<file path="config.mk">
export PLATFORM = sky130hd
export DESIGN_NAME = rst_supervisor
export DESIGN_NICKNAME = d
export VERILOG_FILES = /design/src/rtl/rst_sup_pkg.sv /design/src/rtl/rst_sup_sync.sv /design/src/rtl/rst_sup_hold_timer.sv /design/src/rtl/rst_sup_cause.sv /design/src/rtl/rst_supervisor.sv
export SDC_FILE = /design/constraint.sdc
export NUM_CORES = 1
export LEC_CHECK = 0
export BUFFER_PORTS_ARGS = -buffer_cell sky130_fd_sc_hd__clkbuf_2
export CORE_ASPECT_RATIO = 1.4
export CORE_UTILIZATION = 25
export DETAILED_ROUTE_END_ITERATION = 10
export SYNTH_ARGS = -nofsm -noshare
export SYNTH_HDL_FRONTEND = slang
export SYNTH_SLANG_ARGS = --single-unit
</file>
<file path="constraint.sdc">
create_clock -name clk -period 4.6 [get_ports clk]
set_input_delay 0 -clock clk [delete_from_list [all_inputs] [get_ports clk]]
set_output_delay 0 -clock clk [all_outputs]
set_load 0.01 [all_outputs]
</file>
<file path="src/rtl/rst_sup_pkg.sv">
package rst_sup_pkg;

  typedef enum logic [1:0] {
    CAUSE_POR    = 2'b00,
    CAUSE_SUPPLY = 2'b01,
    CAUSE_MANUAL = 2'b10,
    CAUSE_WDOG   = 2'b11
  } cause_e;

  // number of clock cycles in one hold window
  function automatic int unsigned hold_cycles(int unsigned clk_hz, int unsigned hold_ms,
                                              bit sim, int unsigned sim_cycles);
    if (sim) return sim_cycles;
    return (clk_hz / 1000) * hold_ms;
  endfunction

  // counter width able to hold the value n
  function automatic int unsigned cnt_width(int unsigned n);
    int unsigned w = $clog2(n + 1);
    return (w < 1) ? 1 : w;
  endfunction

  // fixed priority on same-cycle onsets, otherwise keep the previous code
  function automatic cause_e pick_cause(logic sup_ev, logic man_ev, logic wd_ev, cause_e prev);
    if (sup_ev) return CAUSE_SUPPLY;
    if (man_ev) return CAUSE_MANUAL;
    if (wd_ev)  return CAUSE_WDOG;
    return prev;
  endfunction

endpackage

</file>
<file path="src/rtl/rst_sup_sync.sv">
`timescale 1ns/1ps
module rst_sup_sync #(
  parameter int          W       = 3,
  parameter int          STAGES  = 2,
  parameter logic [W-1:0] RST_VAL = '0
) (
  input  logic         clk,
  input  logic         por_n,
  input  logic [W-1:0] d,
  output logic [W-1:0] q
);

  logic [W-1:0] stg [STAGES];

  always_ff @(posedge clk or negedge por_n) begin
    if (!por_n) begin
      for (int s = 0; s < STAGES; s++) stg[s] <= RST_VAL;
    end else begin
      stg[0] <= d;
      for (int s = 1; s < STAGES; s++) stg[s] <= stg[s-1];
    end
  end

  assign q = stg[STAGES-1];

endmodule

</file>
<file path="src/rtl/rst_sup_hold_timer.sv">
`timescale 1ns/1ps
module rst_sup_hold_timer #(
  parameter int unsigned HOLD = 16,
  parameter int unsigned CW   = 5
) (
  input  logic clk,
  input  logic por_n,
  input  logic trig,
  output logic rst_o,
  output logic rst_n_o
);

  localparam logic [CW-1:0] HOLD_V = CW'(HOLD);

  logic [CW-1:0] cnt, cnt_nxt;
  logic          rst_q, rst_nq;
  logic          load_ev, tick_ev;

  assign load_ev = trig;
  assign tick_ev = !trig && (cnt != '0);

  always_comb begin
    if (load_ev)      cnt_nxt = HOLD_V;
    else if (tick_ev) cnt_nxt = cnt - 1'b1;
    else              cnt_nxt = cnt;
  end

  // two separate output flops so neither is a gate away from the other
  always_ff @(posedge clk or negedge por_n) begin
    if (!por_n) begin
      cnt    <= HOLD_V;
      rst_q  <= 1'b1;
      rst_nq <= 1'b0;
    end else begin
      cnt    <= cnt_nxt;
      rst_q  <= (cnt_nxt != '0);
      rst_nq <= (cnt_nxt == '0);
    end
  end

  assign rst_o   = rst_q;
  assign rst_n_o = rst_nq;

  AST_RELOAD_ON_REQ: assert property (@(posedge clk) disable iff (!por_n)
    trig |=> (cnt == HOLD_V));
  AST_COUNT_DOWN: assert property (@(posedge clk) disable iff (!por_n)
    (!trig && cnt != '0) |=> (cnt == $past(cnt) - 1'b1));
  AST_HELD_WHILE_REQ: assert property (@(posedge clk) disable iff (!por_n)
    trig |=> rst_q);
  AST_FULL_WINDOW_ON_RISE: assert property (@(posedge clk) disable iff (!por_n)
    $rose(rst_q) |-> (cnt == HOLD_V));
  AST_OUT_COMPLEMENT: assert property (@(posedge clk) disable iff (!por_n)
    rst_q != rst_nq);

endmodule

</file>
<file path="src/rtl/rst_sup_cause.sv">
`timescale 1ns/1ps
module rst_sup_cause
  import rst_sup_pkg::*;
#(
  parameter int NSRC = 3
) (
  input  logic            clk,
  input  logic            por_n,
  input  logic [NSRC-1:0] act,
  output cause_e          cause
);

  logic [NSRC-1:0] onset;
  cause_e          cause_q;

  // seen flags start as "already active" so power-on itself is no onset
  for (genvar i = 0; i < NSRC; i++) begin : g_edge
    logic seen_q;
    always_ff @(posedge clk or negedge por_n) begin
      if (!por_n) seen_q <= 1'b1;
      else        seen_q <= act[i];
    end
    assign onset[i] = act[i] & ~seen_q;
  end

  always_ff @(posedge clk or negedge por_n) begin
    if (!por_n) cause_q <= CAUSE_POR;
    else        cause_q <= pick_cause(onset[0], onset[1], onset[2], cause_q);
  end

  assign cause = cause_q;

  AST_CAUSE_STABLE: assert property (@(posedge clk) disable iff (!por_n)
    (onset == '0) |=> $stable(cause_q));
  AST_CAUSE_SUPPLY_WINS: assert property (@(posedge clk) disable iff (!por_n)
    onset[0] |=> (cause_q == CAUSE_SUPPLY));
  AST_CAUSE_ONSET_ONEHOT_WD: assert property (@(posedge clk) disable iff (!por_n)
    (onset == 3'b100) |=> (cause_q == CAUSE_WDOG));

endmodule

</file>
<file path="src/rtl/rst_supervisor.sv">
`timescale 1ns/1ps
module rst_supervisor
  import rst_sup_pkg::*;
#(
  parameter int unsigned CLK_HZ      = 125_000_000,
  parameter int unsigned HOLD_MS     = 200,
  parameter bit          SIM_HOLD    = 1'b0,
  parameter int unsigned SIM_CYCLES  = 16,
  parameter int          SYNC_STAGES = 2
) (
  input  logic       clk,
  input  logic       por_n,
  input  logic       pwr_ok,
  input  logic       man_rst_n,
  input  logic       wdt_trip_n,
  output logic       sys_rst,
  output logic       sys_rst_n,
  output logic [1:0] rst_cause
);

  localparam int unsigned HOLD_CYC = hold_cycles(CLK_HZ, HOLD_MS, SIM_HOLD, SIM_CYCLES);
  localparam int unsigned CW       = cnt_width(HOLD_CYC);
  localparam int          NSRC     = 3;
  // supply starts "bad", manual and watchdog start inactive
  localparam logic [NSRC-1:0] SYNC_INIT = 3'b110;

  logic [NSRC-1:0] raw_in, sync_in, req_act;
  logic            any_req;
  cause_e          cause_w;

  assign raw_in = {wdt_trip_n, man_rst_n, pwr_ok};

  rst_sup_sync #(.W(NSRC), .STAGES(SYNC_STAGES), .RST_VAL(SYNC_INIT)) u_sync (
    .clk   (clk),
    .por_n (por_n),
    .d     (raw_in),
    .q     (sync_in)
  );

  // every source is active low after synchronisation
  assign req_act = ~sync_in;
  assign any_req = |req_act;

  rst_sup_hold_timer #(.HOLD(HOLD_CYC), .CW(CW)) u_hold (
    .clk     (clk),
    .por_n   (por_n),
    .trig    (any_req),
    .rst_o   (sys_rst),
    .rst_n_o (sys_rst_n)
  );

  rst_sup_cause #(.NSRC(NSRC)) u_cause (
    .clk   (clk),
    .por_n (por_n),
    .act   (req_act),
    .cause (cause_w)
  );

  assign rst_cause = cause_w;

  AST_SUPPLY_LOW_HOLDS: assert property (@(posedge clk) disable iff (!por_n)
    req_act[0] |=> sys_rst);
  AST_MANUAL_HOLDS: assert property (@(posedge clk) disable iff (!por_n)
    req_act[1] |=> sys_rst);
  AST_WDOG_HOLDS: assert property (@(posedge clk) disable iff (!por_n)
    req_act[2] |=> sys_rst);

endmodule

</file>
==> flow_summary.yaml <==
routing:
  dr_total_vias: 1567
  postRouteAntennaNets: 0
  post_drt_via_cell_ratio: 5.121
  drt-pass1-iter-count: 4
  remaining_drc_errors: 0
  post_detailed_routing_wire_length_mm: 4.762
  wirelength_per_cell_um: 15.56
  dr.first_iter.drc_count: 103
sta:
  setup_ws_ns: 1.606
  layout_min_cycle_time_ns: 2.994
  final-max-slew-violation-count: 0
  report.final.hold_viol_count: 0
  unrepaired_setup_endpoints_after_global_routing: "false"
  report.final.setup_viol: 0
  maximum_operating_frequency_mhz: 334.0
  max_slew.worst_pin.slew_ns: 0.9114
  final.setup.tns_ns: 0
  tightest_slew_margin_relative_to_the_limit_pct: 39.24
  layout_worst_path_cycle_share_pct: 65.09
  timing.clock.skew_ns: 0.007388
  timing.hold.ws_ns: 0.3446
cells_and_area:
  filler_cell_count: 814
  layout-drive-gt1-share_pct: 25.24
  utilization_pct: 29.65
  post_layout_net_count: 211
  final_cells: 306
  layout-area-overhead-vs-synth_pct: 15.36
  num_antenna_cells: 0
  post-route-cell-area_um2: 2283
placement:
  postPlaceCellArea_um2: 2148
  dp_slack_ns: 1.666
  portBuffers: 8
  hpwl_mm: 3.450
  gp_congestion: 0.8593
  placedCellCount: 294
global_routing:
  global_route.overflow_total: 0
  first_global_vias: 1626
  number_of_antenna_violations_at_the_first_check_in_global_routing: 0
  gr-usage-all-layers_pct: 12.86
  first_pass_grt_wire_length_mm: 7.997
  grt_max_degree: 39
critical_path:
  critical_path_required_ns: 4.84
  setup.worst_path.class: "flop to flop"
  crit_chain: "inv_1 > ha_1 > nor4b_2 > and4_1 > nand2_4 > a2111oi_0 > and4b_1 > and4_1"
  critical-path-max-stage-delay_ns: 0.76
  crit_path_max_fanout: 8
  crit_family: "simple AND/OR/NAND/NOR gates"
  crit_path_frequent_cell: "and4_1"
  critPathLaunchType: "flop"
  timing.critical_path.arrival_ns: 3.24
  critPathSlowestCell: "nor4b_2"
  r2r_setup_slack_ns: 1.61
  timing.critical_path.to_type: "flop"
  critical_path.n_buffers_inverters: 1
floorplan:
  initial_utilization_pct: 25.70
  core-area_um2: 7702
  floorplan.die_area_um2: 8282
  ios: 9
  floorplan.rows: 38
  die_h_um: 107.3
  die_width_um: 77.20
synth:
  postSynth.topFlopCell: "dfstp_2"
  seq_area_frac_synth_pct: 49.30
  synth_cell_type_count: 50
  synth_edf_count: 0
  yosys_warnings: 0
  postSynthNetCount: 193
  postSynthRegisterBits: 38
  synth_async_sr_flop_share_pct: 100.0
  post_synth.cell_area_avg_um2: 10.59
  synth.cell_area_um2: 1979
  post_synth_inst_count: 187
clocking:
  clkLatencyLatePin_ns: 0.30
  postCtsHoldBufs: 4
  cts_tree: "built"
  h_tree_level_count: 2
  cts.reportedPaths.clkPinSlew_ns: 0.08
  ctsLongestPathBuffers: 2
  clkSinkCount: 38
  clock_tree.root_cell: "clkbuf_8"
  post-cts-setup-buffer-count: 0
  cts_resized: 0
  cts_buffers: 5
pwr:
  power_leakage_nw: 0.8485
  peak_vdd_ir_mv: 0.1563
  power_density_nw_per_um2: 285.5
  totalPowerFinal_mw: 0.6520
min_path:
  worst_hold_path_type: "primary input to flop"
run:
  maxCapViolCount: 0
run_status:
  status: "finished, final reports clean"
-- synthesized netlist by cell type, types with 3 or more instances --
cell       instances  area share, %
nor4_1             6            1.9
xor2_1             4            1.8
nand4_1            5            1.6
or4_1              5            1.9
dfrtp_1           18             23
dfstp_2           20             27
and3_1             3           0.95
xnor2_1            5            2.2
nor4_4             4            4.3
o21ai_0            6            1.5
inv_1              6            1.1
o21a_1             4            1.5
nand2b_1           3           0.95
or3_1              5            1.6
nor3_1             8            2.0
a211oi_1           3            1.1
nor2_1            17            3.2
nand2_1           13            2.5
a21oi_1            6            1.5
nand3_1            6            1.5
clkbuf_1           3           0.57
a2111oi_0          3            1.3
-- final timing paths --
check,start,end,depth (start not counted)
worst max-delay path,u_hold.cnt[0],u_hold.rst_n_o,8
worst min-delay path,wdt_trip_n,u_sync.stg[5],2
worst max register to register,u_hold.cnt[0],u_hold.rst_n_o,8
worst min register to register,u_sync.stg[5],u_sync.q[2],0
max in group asynchronous,por_n,u_hold.cnt[4],2
min in group asynchronous,por_n,u_hold.cnt[23],2
-- logic make-up (layout without fill, tap and decap cells) --
logic type,after synthesis,count (layout),share of synthesized area (%)
AOI/OAI and AO/OA,36,36,12.96
xor gates and xnor gates,9,9,3.982
adders and majority gates,1,1,0.6320
buffers and inverters,9,28,1.707
DFF,38,38,49.30
muxes,1,1,0.5057
and+or+nand+nor,93,93,30.91
-- where the power goes --
part	leakage [nW]	switching [mW]	internal [mW]
Combinational	0.352	0.0356	0.0203
Clock	0.0472	0.121	0.120
Sequential	0.449	0.00836	0.346
-- area by class of cell --
| cell class | instances | area [um2] | share of cell area (%) |
|---|---|---|---|
| Sequential cell | 38 | 975.9 | 42.74 |
| Multi-Input combinational cell | 140 | 969.7 | 42.47 |
| Tap cell | 100 | 125.1 | 5.479 |
| Timing Repair Buffer | 14 | 95.09 | 4.164 |
| Clock buffer | 6 | 82.58 | 3.616 |
| Inverter | 6 | 22.52 | 0.9863 |
| Clock inverter | 2 | 12.51 | 0.5479 |
-- flip-flops by register name, summed over array words and instances, names as in the netlist --
name,cells
u_cause.cause,2
u_cause.g_edge.seen_q,3
u_hold.cnt,25
u_hold.rst_n_o,1
u_hold.rst_o,1
u_sync.q,3
u_sync.stg,3
-- placed cells by master (no fill, tap or decap), drive strengths merged, types with 4 or more instances in the layout --
| cell type | n |
|---|---|
| nand2 | 14 |
| a21oi | 6 |
| dfrtp | 18 |
| or4 | 6 |
| dfstp | 20 |
| or3 | 6 |
| clkbuf | 14 |
| o21ai | 6 |
| nor3 | 8 |
| nand4 | 5 |
| dlygate4sd3 | 4 |
| inv | 6 |
| xor2 | 4 |
| nand3 | 7 |
| nor4 | 11 |
| nor2 | 17 |
| xnor2 | 5 |
| o21a | 4 |
-- metal layers --
metal | vias to the layer above | wire (um) | global-route usage [%]
met5 | - | 0 | 0
met4 | 0 | 271 | 10.65
met1 | 761 | 1828 | 12.76
li1 | 748 | - | -
met3 | 16 | 166 | 2.288
met2 | 42 | 2495 | 23.14
Power figures use the tool's default switching activity.
